`src/rtl/bseq_pkg.sv`:
```
package bseq_pkg;

    typedef enum logic [1:0] {
        S_IDLE  = 2'd0,
        S_LAT   = 2'd1,
        S_WORD1 = 2'd2,
        S_WORD2 = 2'd3
    } seq_state_t;

endpackage

```
`src/rtl/bseq_lat_ctr.sv`:
```
module bseq_lat_ctr #(
    parameter int CNT_W = 3
) (
    input  logic             clk,
    input  logic             rst_n,
    input  logic             load,
    input  logic [CNT_W-1:0] load_val,
    input  logic             dec,
    output logic [CNT_W-1:0] cnt,
    output logic             last
);

    always_ff @(posedge clk or negedge rst_n) begin
        if (!rst_n) begin
            cnt <= '0;
        end else if (load) begin
            cnt <= load_val;
        end else if (dec) begin
            cnt <= cnt - CNT_W'(1);
        end
    end

    assign last = (cnt == CNT_W'(1));


    no_underflow_chk: assert property (@(posedge clk) disable iff (!rst_n)
        (dec && !load) |-> (cnt != '0));

endmodule

```
`src/rtl/bseq_addr_gen.sv`:
```
module bseq_addr_gen #(
    parameter int ADDR_W = 21
) (
    input  logic              clk,
    input  logic              rst_n,
    input  logic              load,
    input  logic [ADDR_W-1:0] load_addr,
    input  logic              step,
    input  logic [1:0]        wrap_sel,
    output logic [ADDR_W-1:0] addr
);

    logic [ADDR_W-1:0] inc_mask;
    logic [ADDR_W-1:0] addr_inc;
    logic [ADDR_W-1:0] addr_next;

    // bit i follows the increment when linear, or when it sits inside the wrap block
    for (genvar i = 0; i < ADDR_W; i++) begin : g_mask
        assign inc_mask[i] = (wrap_sel == 2'd0) || (i <= int'(wrap_sel));
    end

    assign addr_inc  = addr + ADDR_W'(1);
    assign addr_next = (addr & ~inc_mask) | (addr_inc & inc_mask);

    always_ff @(posedge clk or negedge rst_n) begin
        if (!rst_n) begin
            addr <= '0;
        end else if (load) begin
            addr <= load_addr;
        end else if (step) begin
            addr <= addr_next;
        end
    end


    wrap_block_chk: assert property (@(posedge clk) disable iff (!rst_n)
        (step && !load && wrap_sel == 2'd1) |=> (addr[ADDR_W-1:2] == $past(addr[ADDR_W-1:2])));

endmodule

```
`src/rtl/bseq_word_reg.sv`:
```
module bseq_word_reg #(
    parameter int DATA_W = 16
) (
    input  logic              clk,
    input  logic              rst_n,
    input  logic              load,
    input  logic [DATA_W-1:0] d,
    output logic [DATA_W-1:0] q
);

    always_ff @(posedge clk or negedge rst_n) begin
        if (!rst_n) begin
            q <= '0;
        end else if (load) begin
            q <= d;
        end
    end

endmodule

```
`src/rtl/burst_rd_seq.sv`:
```
module burst_rd_seq #(
    parameter int ADDR_W   = 21,
    parameter int DATA_W   = 16,
    parameter int CODE_W   = 3,
    parameter int CODE_MIN = 2,
    parameter int CODE_MAX = 4
) (
    input  logic              clk,
    input  logic              rst_n,
    input  logic              adv_n,
    input  logic              ce_n,
    input  logic              oe_n,
    input  logic [ADDR_W-1:0] addr,
    input  logic [CODE_W-1:0] cfg_lat_code,
    input  logic              cfg_hold2,
    input  logic [1:0]        cfg_wrap,
    output logic              mem_req,
    output logic [ADDR_W-1:0] mem_addr,
    input  logic              mem_vld,
    input  logic [DATA_W-1:0] mem_data,
    output logic [DATA_W-1:0] dq_out,
    output logic              dq_oe,
    output logic              wait_n
);

    import bseq_pkg::*;

    localparam int LAT_MAX = CODE_MAX + 1;
    localparam int CNT_W   = $clog2(LAT_MAX + 1);

    seq_state_t        state_q;
    seq_state_t        state_d;
    logic [CODE_W-1:0] code_eff;
    logic [CNT_W-1:0]  first_lat;
    logic [CNT_W-1:0]  cnt_val;
    logic [CNT_W-1:0]  cnt;
    logic              cnt_last;
    logic              cnt_load;
    logic              cnt_dec;
    logic              addr_load;
    logic              addr_step;
    logic              word_load;
    logic              adv_evt;
    logic              out_act;
    logic              word_active;

    // out-of-range codes fall back to the longest latency
    assign code_eff  = (cfg_lat_code >= CODE_W'(CODE_MIN) && cfg_lat_code <= CODE_W'(CODE_MAX))
                       ? cfg_lat_code : CODE_W'(CODE_MAX);
    assign first_lat = CNT_W'(code_eff) + CNT_W'(1);
    assign adv_evt   = !adv_n && !ce_n;

    bseq_lat_ctr #(.CNT_W(CNT_W)) i_lat_ctr (
        .clk      (clk),
        .rst_n    (rst_n),
        .load     (cnt_load),
        .load_val (cnt_val),
        .dec      (cnt_dec),
        .cnt      (cnt),
        .last     (cnt_last)
    );

    bseq_addr_gen #(.ADDR_W(ADDR_W)) i_addr_gen (
        .clk       (clk),
        .rst_n     (rst_n),
        .load      (addr_load),
        .load_addr (addr),
        .step      (addr_step),
        .wrap_sel  (cfg_wrap),
        .addr      (mem_addr)
    );

    bseq_word_reg #(.DATA_W(DATA_W)) i_word_reg (
        .clk   (clk),
        .rst_n (rst_n),
        .load  (word_load),
        .d     (mem_data),
        .q     (dq_out)
    );

    // state register
    always_ff @(posedge clk or negedge rst_n) begin
        if (!rst_n) begin
            state_q <= S_IDLE;
        end else begin
            state_q <= state_d;
        end
    end

    // next state and datapath controls
    always_comb begin
        state_d   = state_q;
        cnt_load  = 1'b0;
        cnt_val   = first_lat;
        cnt_dec   = 1'b0;
        addr_load = 1'b0;
        addr_step = 1'b0;
        word_load = 1'b0;
        mem_req   = 1'b0;
        if (ce_n) begin
            state_d = S_IDLE;
        end else if (adv_evt) begin
            state_d   = S_LAT;
            cnt_load  = 1'b1;
            addr_load = 1'b1;
        end else begin
            unique case (state_q)
                S_IDLE: begin
                    state_d = S_IDLE;
                end
                S_LAT: begin
                    if (cnt_last) begin
                        mem_req = 1'b1;
                        if (mem_vld) begin
                            state_d   = S_WORD1;
                            word_load = 1'b1;
                            addr_step = 1'b1;
                        end
                    end else begin
                        cnt_dec = 1'b1;
                    end
                end
                S_WORD1, S_WORD2: begin
                    if (state_q == S_WORD1 && cfg_hold2) begin
                        state_d = S_WORD2;
                    end else begin
                        mem_req = 1'b1;
                        if (mem_vld) begin
                            state_d   = S_WORD1;
                            word_load = 1'b1;
                            addr_step = 1'b1;
                        end else begin
                            state_d  = S_LAT;
                            cnt_load = 1'b1;
                            cnt_val  = CNT_W'(1);
                        end
                    end
                end
            endcase
        end
    end

    // outputs
    always_comb begin
        out_act     = !ce_n && !oe_n;
        word_active = (state_q == S_WORD1) || (state_q == S_WORD2);
        dq_oe       = out_act && word_active;
        wait_n      = !(out_act && (state_q == S_LAT || state_q == S_WORD2));
    end


    lat_cnt_live_chk: assert property (@(posedge clk) disable iff (!rst_n)
        (state_q == S_LAT) |-> (cnt != '0));


    first_word_from_lat_chk: assert property (@(posedge clk) disable iff (!rst_n)
        $rose(word_active) |-> ($past(state_q) == S_LAT));


    hold_pair_chk: assert property (@(posedge clk) disable iff (!rst_n)
        (state_q == S_WORD2) |-> ($past(state_q) == S_WORD1 && $stable(dq_out)));


    deselect_idle_chk: assert property (@(posedge clk) disable iff (!rst_n)
        ce_n |=> (state_q == S_IDLE));

endmodule

```
`config.mk`:
```
export PLATFORM = sky130hd
export DESIGN_NAME = burst_rd_seq
export DESIGN_NICKNAME = d
export VERILOG_FILES = /design/src/rtl/bseq_pkg.sv /design/src/rtl/bseq_lat_ctr.sv /design/src/rtl/bseq_addr_gen.sv /design/src/rtl/bseq_word_reg.sv /design/src/rtl/burst_rd_seq.sv
export SDC_FILE = /design/constraint.sdc
export NUM_CORES = 1
export LEC_CHECK = 0
export ABC_AREA = 0
export BUFFER_PORTS_ARGS = -buffer_cell sky130_fd_sc_hd__buf_4
export CORE_ASPECT_RATIO = 2
export CORE_MARGIN = 2
export CORE_UTILIZATION = 35
export DETAILED_ROUTE_END_ITERATION = 10
export SLEW_MARGIN = 20
export SYNTH_ARGS = -nofsm -noshare
export SYNTH_HDL_FRONTEND = slang
export SYNTH_SLANG_ARGS = --single-unit
export TNS_END_PERCENT = 30
```
`constraint.sdc`:
```
create_clock -name clk -period 3.73 [get_ports clk]
set_input_delay 0.373 -clock clk [delete_from_list [all_inputs] [get_ports clk]]
set_output_delay 0.373 -clock clk [all_outputs]
set_load 0.02 [all_outputs]
```
== Yosys cells after proc, flatten, opt, wreduce, memory -nomap -nowiden ==
Cells that the tools add are included.

* Register bits after elaboration: 42
* Bits in latches: 0
* RAM bits: 0
* Memory bits (read-only): 0
* Output and inout port bits: 40
* Logic and storage cells: 82
* Memories: 0

* Add/sub/neg operators: 3
* Multiply operators: 0
* Div/mod/pow operators: 0
* Order comparisons: 5
* Equality and inequality tests: 6
* Shifts and indexed selects: 0
* Muxes and demuxes: 39
* Bitwise operators: 4
* Reduce and logical (&&, ||, !) cells: 21

{| class="wikitable"
|+ Operator list
! kind !! number
|-
| $and 21x21->21 || 2
|-
| $mux 21 || 2
|-
| $mux 3 || 8
|-
| $add 21x1->21 const B || 1
|-
| $not 21->21 || 1
|-
| $or 21x21->21 || 1
|-
| $mux 1 || 20
|-
| $mux 2 || 6
|-
| $ne 4x4->1 const B || 2
|-
| $logic_and 1x1->1 || 6
|-
| $pmux 2 s3 || 1
|-
| $logic_or 1x1->1 || 5
|-
| $eq 2x2->1 const B || 2
|-
| $le 2x2->1 const A || 2
|-
| $logic_not 1->1 || 4
|-
| $logic_not 2->1 || 2
|-
| $pmux 1 s2 || 2
|-
| $reduce_bool 2->1 || 2
|-
| $add 3x1->3 const B || 1
|-
| $eq 3x1->1 const B || 1
|-
| $ge 3x2->1 const B || 1
|-
| $le 3x3->1 const B || 1
|-
| $sub 3x1->3 const B || 1
|-
| $eq 2x1->1 const B || 1
|-
| other kinds (3) || 3
|}

== Longest topological paths before layout ==
Gate-level depths: netlist (run 1).

* Word-level depth: 10
* Mapped depth: 8
* Mapped depth without buffers: 7

== By module ==
A second synthesis (run 1) with hierarchy kept.

* Cell total of the unflattened synthesis: 228
* Area total of the unflattened synthesis: 2336.0 um^2

{| class="wikitable"
|+ By module, submodules not included
! module !! instances !! cells each !! area each (um^2) !! seq. area each (um^2)
|-
| bseq_addr_gen || 1 || 143 || 1255.0 || 525.5
|-
| bseq_word_reg || 1 || 34 || 649.4 || 400.4
|-
| burst_rd_seq || 1 || 32 || 237.7 || 50.0
|-
| bseq_lat_ctr || 1 || 19 || 193.9 || 75.1
|}

== Worst setup path before layout (run 1) ==
OpenSTA, ideal clock, no wires.

* Kind: register -> register
* Start point: register i_lat_ctr.cnt[0]
* End point: register i_word_reg.q[0]
* Library setup time: 0.128 ns
* Arrival: 1.610 ns
* Slack: 1.993 ns
* Stages on the path, launching flop included: 7
* Cells stage by stage: dfrtp_1 > ha_1 > and3b_4 > o2111ai_2 > buf_4 > buf_6 > mux2_1

* Longest elaborated chain between the ends: 5

{| class="wikitable"
|+ Ends and longest elaborated chain
! item !! RTL line !! text
|-
| from (decl) || bseq_lat_ctr.sv:9 || <nowiki>output logic [CNT_W-1:0] cnt,</nowiki>
|-
| from (signal assigned) || bseq_lat_ctr.sv:17 || <nowiki>cnt <= load_val;</nowiki>
|-
| from (signal assigned) || bseq_lat_ctr.sv:19 || <nowiki>cnt <= cnt - CNT_W'(1);</nowiki>
|-
| $eq 3x1->1 || bseq_lat_ctr.sv:23 || <nowiki>assign last = (cnt == CNT_W'(1));</nowiki>
|-
| $mux 1 || burst_rd_seq.sv:112 || <nowiki>if (cnt_last) begin</nowiki>
|-
| $pmux 1 s2 || burst_rd_seq.sv:107 || <nowiki>unique case (state_q)</nowiki>
|-
| $mux 1 || burst_rd_seq.sv:102 || <nowiki>end else if (adv_evt) begin</nowiki>
|-
| $mux 1 || burst_rd_seq.sv:100 || <nowiki>if (ce_n) begin</nowiki>
|-
| to (signal assigned) || bseq_word_reg.sv:13 || <nowiki>q <= '0;</nowiki>
|-
| to (signal assigned) || bseq_word_reg.sv:15 || <nowiki>q <= d;</nowiki>
|-
| to (decl) || bseq_word_reg.sv:8 || <nowiki>output logic [DATA_W-1:0] q</nowiki>
|}

Every way passes these cells.
A chain may end at the register's enable or synchronous reset.

== Worst setup path after layout (run 1) ==
* Start point: register i_lat_ctr.cnt[0]
* End point: register i_word_reg.q[12]

Same word-level chain as after synthesis.

==> metrics.cfg, run 1 <==
[routing]
ant_nets = 0
vias = 2027
post_drt_wl_per_cell_um = 14.5
vias_per_cell = 5.02
post-route-drc-count = 0
drt-initial-drc-count = 50
wl_um = 5880
drtPass1Iterations = 4

[final_layout]
syn_to_final_growth_pct = 36.7
finalNetCount = 371
layout-drive-gt1-share_pct = 37.0
diodes = 0
final_area_sq_um = 3270

[global_route]
grt_util_all_layers_pct = 16.4
overflow = 0
grt_pass1_wl_um = 9890
antenna_found_initial = 0
grt_pass1_vias = 2099
grt_max_degree = 43

[clocking]
htreeDepth = 2
clkSinkCount = 42
tritoncts = built
clk_latency_ns = 0.29
cts.hold.buffers_added = 0
post_cts_buffers = 0
post_cts_resized = 0
root_buffer = clkbuf_16
clk_pin_slew_ns = 0.06
cts_buffers = 5
cts_buffer_depth = 2

[floorplan]
die_y_um = 121
die_x_um = 62.4
dieArea_sq_um = 7550
placementRows = 42
start_util_pct = 36.1
ios = 89
core_sq_um = 6620

[flow_run]
maxCapViolations = 0

[setup_path]
max_stage_delay_ns = 0.53
worstPathRequired_ns = 3.90
critPathMaxFanout = 11
end_kind = flip-flop
worst-setup-path-type = flip-flop to flip-flop
path_cells = ha_1 > and3b_4 > o2111ai_2 > buf_4 > mux2_1
cpMaxStageDelayCell = o2111ai_2
critPathArrivalTime_ns = 2.27
crit_path_start_kind = flip-flop

[timing]
finalCritPeriodShare_pct = 56.2
setup_viol = 0
worstMarginPinSlew_ns = 0.757
max_freq_mhz = 477
rsz0062_at_grt = no
max_slew_margin_pct = 49.5
skew_ns = 0.00698
period_needed_ns = 2.10
tns_ns = 0
slew_violations = 0
hold_viol_final = 0

[yosys]
yosys_most_used_dff = dfrtp_1
synth-edff-count = 0
synth-seq-area-share_pct = 44.0
ys_types = 50
synth_seq_cells = 42
syn_nets = 285
synth.avg_cell_area_sq_um = 10.4
synthArstFlopShare_pct = 100
synth_area_sq_um = 2390
yosys_warnings = 0
syn_inst = 229

[pwr]
leakagePower_uw = 0.00154
p_per_area_nw_per_um2 = 509
power.total_uw = 1660
peakVddDrop_mv = 0.388

[hold_path]
worstHoldPathType = input pin to asynchronous set/reset pin

[placement]
hpwl_um = 4580
place.port_buffers = 88
post_dp_cell_area_sq_um = 3100
gp_congestion = 0.760

[outcome]
outcome = completed

-- synth_stat cells (2+ instances only) --
| cell type | number | area, sq um |
|---|---|---|
| buf_2 | 3 | 15.0 |
| nand2_2 | 2 | 12.5 |
| nand2_1 | 27 | 101 |
| a31oi_1 | 5 | 31.3 |
| nand2b_1 | 2 | 12.5 |
| xnor2_1 | 7 | 61.3 |
| o21ai_0 | 2 | 10.0 |
| nor2_1 | 7 | 26.3 |
| dfrtp_1 | 42 | 1050 |
| nor2b_1 | 3 | 18.8 |
| buf_6 | 3 | 33.8 |
| inv_1 | 9 | 33.8 |
| a22oi_1 | 2 | 15.0 |
| nor4_4 | 2 | 42.5 |
| nor4b_2 | 2 | 30.0 |
| o211a_1 | 2 | 20.0 |
| clkbuf_1 | 3 | 11.3 |
| o22a_1 | 2 | 17.5 |
| o311ai_1 | 3 | 26.3 |
| a21oi_1 | 6 | 30.0 |
| ha_1 | 7 | 87.6 |
| nand4_1 | 4 | 25.0 |
| o21ai_1 | 17 | 85.1 |
| xor2_1 | 7 | 61.3 |
| nand3_1 | 12 | 60.1 |
| and3_1 | 2 | 12.5 |
| nor3_1 | 8 | 40.0 |
| mux2_1 | 16 | 180 |
-- per-stage QoR --
stage / std cells / hold WS [ns] / utilization [%] / setup WS (ns)
2_1_floorplan: 229 / 0.0774 / - / 1.99
3_3_place_gp: 396 / 0.399 / 46.7 / 1.65
3_5_place_dp: 396 / 0.401 / 46.7 / 1.60
4_1_cts: 404 / 0.0897 / 49.4 / 1.59
5_1_grt: 404 / 0.111 / 49.4 / 1.47
6_report: 404 / 0.0668 / 49.4 / 1.63
-- power by group --
group / internal [uW] / total (uW) / switching (uW)
clock network: 320 / 509 / 189
registers: 561 / 651 / 89.8
logic: 241 / 503 / 262
total: 1120 / 1660 / 541
-- cell type report --
cell class                      instances  area (sq um)
Fill cell                             669          3350
Multi-Input combinational cell        167          1220
Sequential cell                        42          1050
Timing Repair Buffer                   90           676
Clock buffer                            5           125
Tap cell                               88           110
Clock inverter                          3          48.8
Inverter                                9          33.8
-- layer usage --
| metal | vias to the layer above | wire length, um | global-route usage, % |
|---|---|---|---|
| met5 | - | 0 | 0 |
| met4 | 0 | 131 | 7.50 |
| met3 | 8 | 334 | 4.36 |
| met2 | 64 | 3300 | 30.8 |
| met1 | 970 | 2110 | 16.5 |
| li1 | 985 | - | - |
-- worst max-delay path: cells and delay by family (launching register included) --
family	cells	cell delay, ns
AOI/OAI and AO/OA	1	0.53
DFF	1	0.39
muxes	1	0.34
buffers and inverters	1	0.31
adders and majority gates	1	0.21
and+or+nand+nor	1	0.20
-- cell families after synthesis --
family / Yosys count / synth area share, %
simple gates: 85 / 22.0
compound gates: 43 / 12.0
flops: 42 / 44.0
buf+inv: 20 / 4.81
mux: 18 / 8.42
xor+xnor: 14 / 5.13
fa+ha+maj: 7 / 3.66
-- placed cells by master (no fill, tap or decap), types with 2 or more instances in the layout --
cell type,Yosys,routed
o22a_1,2,2
nand4_1,4,4
nor4_4,2,2
mux2_1,16,16
nand2b_1,2,2
o211a_1,2,2
a31oi_1,5,5
dfrtp_1,42,42
nor2_1,7,7
xnor2_1,7,7
and3_1,2,2
nor2b_1,3,3
clkbuf_16,0,5
nor4b_2,2,2
nand2_1,27,27
nand3_1,12,12
ha_1,7,7
a21oi_1,6,6
nor3_1,8,8
o21ai_0,2,2
a22oi_1,2,2
buf_4,1,90
o311ai_1,3,3
o21ai_1,17,17
nand2_2,2,2
inv_1,9,9
xor2_1,7,7
-- worst paths after layout --
path                                   from                          to  slack, ns  cells past startpoint
max                        i_lat_ctr.cnt[0]            i_word_reg.q[12]       1.63                      5
min                                   rst_n             i_word_reg.q[0]       0.07                      1
max reg2reg                i_lat_ctr.cnt[0]            i_word_reg.q[12]       1.63                      5
min reg2reg                 i_word_reg.q[4]             i_word_reg.q[4]       0.49                      1
max in group asynchronous             rst_n  asynchronous set/reset pin       3.28                      1
min in group clk                    addr[1]          i_addr_gen.addr[1]       0.29                      3
No activity file was read; power rests on OpenSTA's default activity.
==> run 2, diff against run 1 <==
--- a/config.mk
+++ b/config.mk
@@ -5,7 +5,7 @@
 export SDC_FILE = /design/constraint.sdc
 export NUM_CORES = 1
 export LEC_CHECK = 0
-export ABC_AREA = 0
+export ABC_AREA = 1
 export BUFFER_PORTS_ARGS = -buffer_cell sky130_fd_sc_hd__buf_4
 export CORE_ASPECT_RATIO = 2
 export CORE_MARGIN = 2
==> constraint.sdc (replaced) <==
create_clock -name clk -period 2.1 [get_ports clk]
set_input_delay 0.21 -clock clk [delete_from_list [all_inputs] [get_ports clk]]
set_output_delay 0.21 -clock clk [all_outputs]
set_load 0.02 [all_outputs]
==> run 2 against run 1 <==
  * Fmax increased by 25%
  * Die area is 9.8% higher
  * Sequential share of layout area decreased by 2.4 points
  * Flip-flop and latch count unchanged
  * Critical path depth rose by 4
  * Via count up 32%
  * Global-route usage grew 2.8 points
  * Synthesized cell count rose by 64%
  * Final cell count increased by 38%
  * Register-to-register slack got worse by 1.2 ns
  * Critical path type unchanged
  * Largest power group unchanged
==> metrics.cfg, run 2 <==
[timing]
setup_viol = 0
hold_viol_final = 0
worstMarginPinSlew_ns = 0.543
finalCritPeriodShare_pct = 80.1
tns_ns = 0
max_slew_margin_pct = 63.8
slew_violations = 0
skew_ns = 0.00466
period_needed_ns = 1.68
max_freq_mhz = 594
rsz0062_at_grt = no

[setup_path]
critPathArrivalTime_ns = 1.86
worstPathRequired_ns = 2.28
crit_path_start_kind = flip-flop
worst-setup-path-type = flip-flop to flip-flop
reg2reg_from = i_lat_ctr.cnt[1]
critPathMaxFanout = 13
ff2ff_setup_slack_ns = 0.42
critPathLaunch = i_lat_ctr.cnt[1]
r2r_cells = 9
end_kind = flip-flop

[yosys]
synth_seq_cells = 42
ys_types = 29
syn_inst = 376
synth_top_cell_area_share_pct = 39.8
yosys_warnings = 0
yosys_most_used_dff = dfrtp_1
syn_nets = 432
synth.most_common_cell = nand2_1
synth_area_sq_um = 2640
synth_area_leaders = dfrtp_1 40%, nand2_1 21%, nand3_1 8.2%
synth-edff-count = 0
synth.avg_cell_area_sq_um = 7.02
synthArstFlopShare_pct = 100
synth-seq-area-share_pct = 39.8
synth_top_area_cell = dfrtp_1
ys_top_cells_by_count = 151 x nand2_1, 43 x nand3_1, 42 x dfrtp_1, 40 x inv_1, 21 x nor2_1

[global_route]
grt_max_degree = 43
overflow = 0
grt_util_all_layers_pct = 19.2
grt_pass1_wl_um = 12400
grt_pass1_vias = 2738
antenna_found_initial = 0

[final_layout]
layout_common_cells = 151 x nand2_1, 91 x buf_4, 43 x nand3_1
layout-drive-gt1-share_pct = 25.5
final_area_sq_um = 3540
diodes = 0
finalNetCount = 522
syn_to_final_growth_pct = 34.0
fillers = 787
layout_commonest_cell = nand2_1

[floorplan]
die_x_um = 65.4
start_util_pct = 36.3
die_y_um = 127
ios = 89
placementRows = 44
dieArea_sq_um = 8290
core_sq_um = 7270

[clocking]
post_cts_resized = 0
clk_latency_ns = 0.29
cts_buffers = 5
clkSinkCount = 42
tritoncts = built
post_cts_buffers = 0
root_buffer = clkbuf_16
cts.hold.buffers_added = 1
clk_pin_slew_ns = 0.06
htreeDepth = 2
cts_buffer_depth = 2

[pwr]
peakVddDrop_mv = 0.730
p_per_area_nw_per_um2 = 899
leakagePower_uw = 0.00193

[hold_path]
worstHoldPathType = input pin to flip-flop
worstHoldStart = mem_data[5]
min_path_cells = 3

[routing]
post-route-drc-count = 0
wl_um = 7460
drtPass1Iterations = 4
drt-initial-drc-count = 201
vias_per_cell = 4.80
post_drt_wl_per_cell_um = 13.3
vias = 2684
ant_nets = 0

[placement]
post_dp_cell_area_sq_um = 3380
place.port_buffers = 88
hpwl_um = 5920
gp_congestion = 0.869

[flow_run]
maxCapViolations = 0

[outcome]
outcome = completed

run 2: worst min-delay path by stage:
stage	endpoint	slack, ns
2_1_floorplan	asynchronous set/reset pin	-0.09
3_3_place_gp	i_word_reg.q[7]	0.24
3_5_place_dp	i_word_reg.q[7]	0.24
4_1_cts	i_word_reg.q[10]	0.11
5_1_grt	i_word_reg.q[0]	0.12
6_report	i_word_reg.q[5]	0.11
run 2: worst max-delay path, stage by stage (launching register included):
cell and delay, ns:
dfrtp_1 0.37, inv_1 0.09, ha_1 0.16, nand3_1 0.09, nand2_2 0.12, nand4_4 0.15, nand2_2 0.26, inv_2 0.16
nand2_1 0.09, nand3_1 0.07
run 2: kinds of logic (layout without fill, tap and decap cells):
| group | count (synthesis) | count (layout) | synth area share (%) |
|---|---|---|---|
| AO/OA/AOI/OAI | 21 | 21 | 4.46 |
| buffers and inverters | 54 | 145 | 8.72 |
| XOR/XNOR | 10 | 10 | 3.32 |
| adder cells (fa/ha/maj) | 7 | 7 | 3.32 |
| AND/OR/NAND/NOR | 242 | 242 | 40.4 |
| flip-flops | 42 | 42 | 39.8 |
run 2: layer usage:
layer / track usage (%) / wire [um] / part of all wire (%)
met5: 0 / 0 / 0
met4: 7.97 / 188 / 2.5
met3: 3.55 / 370 / 5.0
met2: 37.0 / 4340 / 58
met1: 19.3 / 2560 / 34
run 2: cell type report:
type,instances,area (sq um),share of cell area (%)
Tap cell,92,115,3.25
Multi-Input combinational cell,280,1360,38.4
Clock buffer,6,139,3.93
Sequential cell,42,1050,29.7
Inverter,45,169,4.78
Clock inverter,2,12.5,0.354
Timing Repair Buffer,92,693,19.6
run 2: power by group:
part	switching, uW	internal [uW]	leakage (uW)
Combinational	651	501	0.00132
Clock	332	471	0.0000729
Sequential	194	1030	0.000530
run 2: per-stage QoR:
step	hold slack, ns	util, %	cells	total power, uW	worst slack [ns]
final	0.110	48.7	559	3180	0.417
after global routing	0.116	48.7	559	3390	0.216
after CTS	0.107	48.7	559	3210	0.409
after detailed placement	0.243	46.5	550	2400	0.416
after global placement	0.241	46.5	550	2380	0.466
after floorplan	-0.0856	-	376	1860	0.574
==> run 3, diff against run 2 <==
==> constraint.sdc (replaced) <==
create_clock -name clk -period 1.6 [get_ports clk]
set_input_delay 0.16 -clock clk [delete_from_list [all_inputs] [get_ports clk]]
set_output_delay 0.16 -clock clk [all_outputs]
set_load 0.02 [all_outputs]
==> run 3 against run 2 <==
  * Sequential share of layout area down 1.8 points
  * Power up 34%
  * Combinational power up 42%
==> metrics.cfg, run 3 (same netlist as run 2, synthesis figures left out) <==
[outcome]
outcome = completed

[routing]
post_drt_wl_per_cell_um = 13.4
drt-initial-drc-count = 121
post-route-drc-count = 0
drtPass1Iterations = 4
wl_um = 7710
vias_per_cell = 4.74
vias = 2733
ant_nets = 0

[final_layout]
finalNetCount = 540
layout-drive-gt1-share_pct = 29.9
diodes = 0
layout_common_cells = 151 x nand2_1, 104 x buf_4, 42 x dfrtp_1
seqCellArea_sq_um = 1050
multi_input_area_sq_um = 1420
syn_to_final_growth_pct = 42.7
fillers = 776
layout_commonest_cell = nand2_1

[clocking]
cts_buffer_depth = 2
htreeDepth = 2
clk_latency_ns = 0.29
cts_buffers = 5
clk_pin_slew_ns = 0.06
tritoncts = built
root_buffer = clkbuf_16
clkSinkCount = 42

[timing]
worstMarginPinSlew_ns = 0.560
worst_hold_slack_ns = 0.0630
max_slew_margin_pct = 62.7
rsz0062_at_grt = no
slew_violations = 0
tns_ns = 0
hold_viol_final = 0
setup_viol = 0
skew_ns = 0.00590
max_freq_mhz = 671
period_needed_ns = 1.49
finalCritPeriodShare_pct = 93.1
fin_ws_ns = 0.111

[global_route]
grt_max_degree = 43
grt_util_all_layers_pct = 19.8
grt_pass1_vias = 2845
grt_pass1_wl_um = 12700
overflow = 0
antenna_found_initial = 0

[floorplan]
placementRows = 44
ios = 89
die_y_um = 127
core_sq_um = 7270
die_x_um = 65.4
dieArea_sq_um = 8290
start_util_pct = 36.3

[setup_path]
ff2ff_setup_slack_ns = 0.12
critPathMaxFanout = 3
critPathLaunch = i_lat_ctr.cnt[0]
end_kind = output pin
r2r_cells = 7
worstPathRequired_ns = 1.44
crit_path_start_kind = flip-flop
worst-setup-path-type = flip-flop to output pin
critPathArrivalTime_ns = 1.33

[hold_path]
hold_end = i_word_reg.q[9]
min_path_cells = 3
worstHoldPathType = input pin to flip-flop
worstHoldStart = mem_data[9]

[placement]
dp_slack_ns = 0.0583
hpwl_um = 5990
gp_congestion = 0.880
place.port_buffers = 88

[flow_run]
maxCapViolations = 0

[pwr]
p_int_uw = 2690
p_per_area_nw_per_um2 = 1130
seqPwrFrac_pct = 37.4
p_switching_uw = 1570
combPwrFrac_pct = 38.1
peakVddDrop_mv = 0.960
clockPowerShare_pct = 24.4
leakagePower_uw = 0.00201
switching_share_pct = 36.8

## run 3: changes by cell type in the layout (fill, tap and decap cells not counted), moves of 2 or more
cell | previous run | this run
inv_1 | 40 | 38
nand3_1 | 43 | 40
nand3_4 | 0 | 2
nand2_2 | 3 | 1
buf_6 | 0 | 4
buf_4 | 91 | 104
nor2_1 | 21 | 18
nor2_2 | 4 | 7
o21ai_0 | 9 | 7
o21ai_1 | 7 | 9
nand2_4 | 0 | 2
## run 3: cell type report
type | count | area share [%]
multi-input combinational | 280 | 37.7
sequential | 42 | 27.9
timing repair buffer | 110 | 22.7
clock inverter | 1 | 0.133
tap | 92 | 3.06
clock buffer | 7 | 3.79
inverter | 45 | 4.72
## run 3: timing repair
| action | 4_1_cts | 5_1_grt |
|---|---|---|
| hold buffers | 1 | 0 |
| endpoints found under the setup margin | 0 | 38 |
| hold endpoints to repair | 42 | 0 |
| resized for setup | 0 | 22 |
| buffers inserted | 0 | 3 |
## run 3: per-stage QoR
step / cells / cell area, sq um / utilization [%] / total power, uW
after CTS: 574 / 3660 / 50.3 / 4270
after global placement: 565 / 3500 / 48.2 / 3180
after global routing: 577 / 3760 / 51.8 / 4540
after detailed placement: 565 / 3500 / 48.2 / 3200
final: 577 / 3760 / 51.8 / 4260
after floorplan: 376 / 2640 / - / 2440
## run 3: layer usage
| metal | wire length (um) | up-vias | share of wire [%] | global-route usage (%) |
|---|---|---|---|---|
| met5 | 0 | - | 0 | 0 |
| met4 | 154 | 0 | 2.0 | 7.23 |
| met3 | 350 | 8 | 4.5 | 4.52 |
| met2 | 4560 | 67 | 59 | 39.9 |
| met1 | 2640 | 1266 | 34 | 18.1 |
| li1 | - | 1392 | - | - |
## run 3: how the worst max path moves through the flow
stage                end  slack [ns]  cells past startpoint
2_1_floorplan  flip-flop        0.07                      7
3_3_place_gp   flip-flop        0.08                      8
3_5_place_dp   flip-flop        0.06                      7
4_1_cts        flip-flop        0.04                      9
5_1_grt        flip-flop        0.01                      7
6_report         mem_req        0.11                      6
## run 3: critical path, cell delays in order, from the launching register on
cell	delay [ns]
dfrtp_1	0.42
ha_4	0.16
nand3_2	0.09
nand2_4	0.12
nand2_1	0.06
inv_1	0.07
buf_6	0.11
## run 3: power groups by stage
stage	clock network [uW]	logic, uW	registers [uW]
6_report	1040	1630	1590
2_1_floorplan	0	539	1900
3_5_place_dp	0	1610	1590
3_3_place_gp	0	1580	1600
5_1_grt	1100	1790	1640
4_1_cts	1070	1610	1590
